**src/rtl/pci_cfg_status.sv**
```systemverilog
module pci_cfg_status #(
  parameter int W = 16
) (
  input  logic         clk,
  input  logic         rst_n,
  input  logic         cfg_wr,
  input  logic [1:0]   cfg_be,
  input  logic [W-1:0] cfg_wdata,
  output logic [W-1:0] cfg_rdata,
  input  logic         perr_resp_en,
  input  logic         evt_parity_err,
  input  logic         evt_as_master,
  input  logic         evt_serr,
  input  logic         evt_master_abort,
  input  logic         evt_special_cycle,
  input  logic         evt_tabort_rcvd,
  input  logic         evt_tabort_sig
);
  localparam logic [W-1:0] STICKY = 16'hF900;
  localparam logic [W-1:0] FIXED  = 16'h00A0;

  logic [W-1:0] flags;
  logic [W-1:0] set_vec, lane_mask, clr_vec;

  assign set_vec = {evt_parity_err, evt_serr, evt_master_abort & ~evt_special_cycle,
                    evt_tabort_rcvd, evt_tabort_sig, 2'b00,
                    evt_parity_err & evt_as_master & perr_resp_en, 8'h00};

  assign lane_mask = {{8{cfg_be[1]}}, {8{cfg_be[0]}}};
  assign clr_vec   = {W{cfg_wr}} & lane_mask & cfg_wdata & STICKY;

  always_ff @(posedge clk or negedge rst_n)
    if (!rst_n) flags <= '0;
    else        flags <= (set_vec | (flags & ~clr_vec)) & STICKY;

  assign cfg_rdata = flags | FIXED;

  assert_no_write_sets_R8: assert property (@(posedge clk) disable iff (!rst_n)
    (cfg_wr && !evt_parity_err && !evt_serr && !evt_master_abort &&
     !evt_tabort_rcvd && !evt_tabort_sig)
    |=> ((cfg_rdata & ~$past(cfg_rdata)) == '0));

  assert_clear_works_R8: assert property (@(posedge clk) disable iff (!rst_n)
    (cfg_wr && cfg_be[1] && cfg_wdata[14] && !evt_serr) |=> !cfg_rdata[14]);

  assert_set_wins_R10: assert property (@(posedge clk) disable iff (!rst_n)
    evt_serr |=> cfg_rdata[14]);

  assert_parity_any_R2: assert property (@(posedge clk) disable iff (!rst_n)
    evt_parity_err |=> cfg_rdata[15]);

  assert_dpd_qualified_R6: assert property (@(posedge clk) disable iff (!rst_n)
    $rose(cfg_rdata[8]) |-> $past(evt_parity_err && evt_as_master && perr_resp_en));

  assert_special_excluded_R4: assert property (@(posedge clk) disable iff (!rst_n)
    $rose(cfg_rdata[13]) |-> $past(evt_master_abort && !evt_special_cycle));

  assert_low_lane_inert_R9: assert property (@(posedge clk) disable iff (!rst_n)
    (!evt_parity_err && !evt_serr && !evt_master_abort && !evt_tabort_rcvd &&
     !evt_tabort_sig && !(cfg_wr && cfg_be[1])) |=> $stable(cfg_rdata));
endmodule

```
**config.mk**
```make
export PLATFORM = sky130hd
export DESIGN_NAME = pci_cfg_status
export DESIGN_NICKNAME = d
export VERILOG_FILES = /design/src/rtl/pci_cfg_status.sv
export SDC_FILE = /design/constraint.sdc
export NUM_CORES = 1
export LEC_CHECK = 0
export BUFFER_PORTS_ARGS = -buffer_cell sky130_fd_sc_hd__buf_2
export CAP_MARGIN = 20
export CORE_AREA = 2 2 39 41
export DETAILED_ROUTE_END_ITERATION = 8
export DIE_AREA = 0 0 41 43
export PLACE_DENSITY = 0.66
export SYNTH_ARGS = -nofsm -noshare
export SYNTH_HDL_FRONTEND = slang
export SYNTH_SLANG_ARGS = --single-unit
export TNS_END_PERCENT = 50
```
**constraint.sdc**
```tcl
create_clock -name clk -period 0.8 [get_ports clk]
set_input_delay 0.16 -clock clk [delete_from_list [all_inputs] [get_ports clk]]
set_output_delay 0.16 -clock clk [all_outputs]
set_load 0.02 [all_outputs]
```
==> impl_metrics.csv <==
group,metric,value,unit
setup_path,worst_setup_path_end_kind,"output port",
power,highest_ir_drop_seen_on_vdd,0.6063,mV
setup_path,worst_ep_arrival_time,760,ps
timing,rsz0062_at_grt,"true",
cts,clockBufferDepth,2,
place,place.gp.congestion,0.7047,
setup_path,worst_path_largest_cell_delay,390,ps
die,die-area,0.001763,mm^2
place,placement.cell_area,405.4,um^2
die,initial_core_util,22.78,%
logic_synthesis,mean_instance_size_in_the_synthesized_netlist,10.17,um^2
finish,seq_area,150.1,um^2
die,core_area,0.001384,mm^2
cts,cts.sink_count,6,
cts,tritoncts,"done",
finish,final_nets,89,
setup_path,setup.worst_path.start_class,"flop",
outcome,violations,"negative setup slack",
finish,layout.cells.most_common,"sky130_fd_sc_hd__buf_2",
setup_path,critical_path.cell_chain,"buf_6",
finish,largestRegisters,"flags (6)",
finish,largest-register,"flags",
routing,drt_iter0_markers,0,
finish,final_core_utilization,35.44,%
setup_path,timing_worst_setup_path_type,"reg2out",
routing,dr.pass1.iters,1,
global_route,grt_start_max_net_pins,7,
cts,cts_root_buffer,"sky130_fd_sc_hd__clkbuf_4",
setup_path,worst_ep_required_time,640,ps
cts,worstSkewPairLatency,230,ps
logic_synthesis,synth_cell_types,8,
global_route,initial_antenna_violation_count,0,
routing,dr_total_vias,293,
timing,setup_total_negative_slack,-682.9,ps
timing,post-route-min-period,924.8,ps
min_path,timing.hold.worst.class,"in2reg",
logic_synthesis,yosysSeqAreaShare,47.62,%
die,fp.dieW,41,um
setup_path,critical_path.slowest_cell,"sky130_fd_sc_hd__dfrtp_1",
die,num_rows,14,
routing,routed_wirelength,755,um
place,post_detail_place_hpwl,556,um
logic_synthesis,postSynthRegisterBits,6,
finish,area_of_combinational_cells_with_multiple_inputs,116.4,um^2
outcome,outcome,"complete, but fails checks",
finish,final_design_area_no_fill,490.5,um^2
timing,timing_max_transition_violations_final,0,
logic_synthesis,ys_warn_count,0,
die,die_y,43,um
timing,hold_viol,0,
cts,cts_max_level,1,
power,power.total,835.7,uW
finish,drive_above_1_share,48.28,%
job,drv_cap,0,
place,port_buffer_count,23,
setup_path,worstPathMaxFanout,2,
global_route,global_route.usage.total,8.753,%
routing,drc,0,
timing,final.period_utilization,115.6,%
power,power.density_cell_area,1704,mW/mm^2
finish,most_used_cells_in_the_layout_excluding_fill_and_tap_cells,"sky130_fd_sc_hd__buf_2, sky130_fd_sc_hd__conb_1, sky130_fd_sc_hd__nand3_1, sky130_fd_sc_hd__dfrtp_1, sky130_fd_sc_hd__buf_6",
finish,largest_register_ffs,6,
power,power.leakage,0.0002533,uW
cts,tritoncts.num_buffers,3,
place,pre_cts_ws,62.33,ps
finish,filler_cell_count,155,
cts,clkSlewWorstSetupHoldPaths,40,ps
timing,worst_clock_skew,0,ps
routing,ant_nets,0,
setup_path,worst_path_dominant_cell_family,"flip-flops",
timing,setup_viol_count_final,6,
logic_synthesis,synthesis.instances,31,
timing,timing.fmax,1081,MHz
global_route,grt_remaining_overflow,0,
timing,slack_of_the_critical_path,-124.8,ps
global_route,wire_length_of_the_first_global_routing_pass,993,um
die,design.portCount,45,
global_route,via_count_of_the_first_global_routing_pass,267,
routing,route.detailed.vias_per_inst,3.959,
logic_synthesis,synthesis.area,315.3,um^2
routing,post_drt_wl_per_cell,10.20,um
finish,synthToLayoutAreaGrowth,55.56,%
finish,n_antenna_cell,0,
setup_path,worstPathBufferInverterCount,1,
report_power, final:
part | switching, uW | total, uW | internal (uW)
combinational | 118 | 221 | 103
sequential | 16.6 | 346 | 329
clock | 99.7 | 269 | 169
total | 235 | 836 | 601
stage by stage:
stage | hold WS (ps) | std cells
3_3_place_gp | -6.759 | 68
6_report | 98.67 | 74
5_1_grt | 91.98 | 74
2_1_floorplan | -135.6 | 39
3_5_place_dp | -6.028 | 68
4_1_cts | 89.31 | 73
cells by family (layout without fill, tap and decap cells):
logic type / count (synthesis) / after routing / share of synthesized area, %
simple gates: 6 / 6 / 9.524
flops: 6 / 6 / 47.62
other cells: 2 / 10 / 2.382
buf+inv: 11 / 30 / 25.00
compound gates: 6 / 6 / 15.48
layout make-up:
class                   instances  share of cell area [%]
multi-input cells              22                   23.72
repair buffers                 26                   36.22
well taps                      16                   4.082
inverters                       1                  0.7653
flip-flops and latches          6                   30.61
clock buffers                   3                   4.592
worst paths after layout:
kind,startpoint,to,slack (ps),cells after the start
min in group asynchronous,rst_n,flags[15],300,2
max,flags[14],cfg_rdata[14],-120,1
max reg2reg,flags[14],flags[14],20,2
min reg2reg,flags[15],flags[15],500,1
min,evt_tabort_rcvd,flags[12],100,2
max in group asynchronous,rst_n,flags[11],350,2
per-layer routing:
metal / vias up / track usage (%) / part of all wire, %
met3: 0 / 3.665 / 11
met5: - / 0 / 0
li1: 141 / - / -
met4: 0 / 4.667 / 0
met2: 20 / 14.37 / 49
met1: 132 / 8.738 / 39
cells in the mapped netlist:
cell type	count	area, um^2
sky130_fd_sc_hd__conb_1	2	7.510
sky130_fd_sc_hd__buf_4	10	75.07
sky130_fd_sc_hd__a22o_1	1	8.760
sky130_fd_sc_hd__nand3_1	6	30.03
sky130_fd_sc_hd__a32o_1	1	10.01
sky130_fd_sc_hd__a21o_1	4	30.03
sky130_fd_sc_hd__dfrtp_1	6	150.1
sky130_fd_sc_hd__inv_1	1	3.750
what timing repair did:
action                                  4_1_cts  5_1_grt
hold buffers                                  1        0
endpoints found under the setup margin        6        6
hold endpoints to repair                      6        0
buffers inserted                              1        1
resized for setup                            10        2
(Power assumes the default switching activity.)
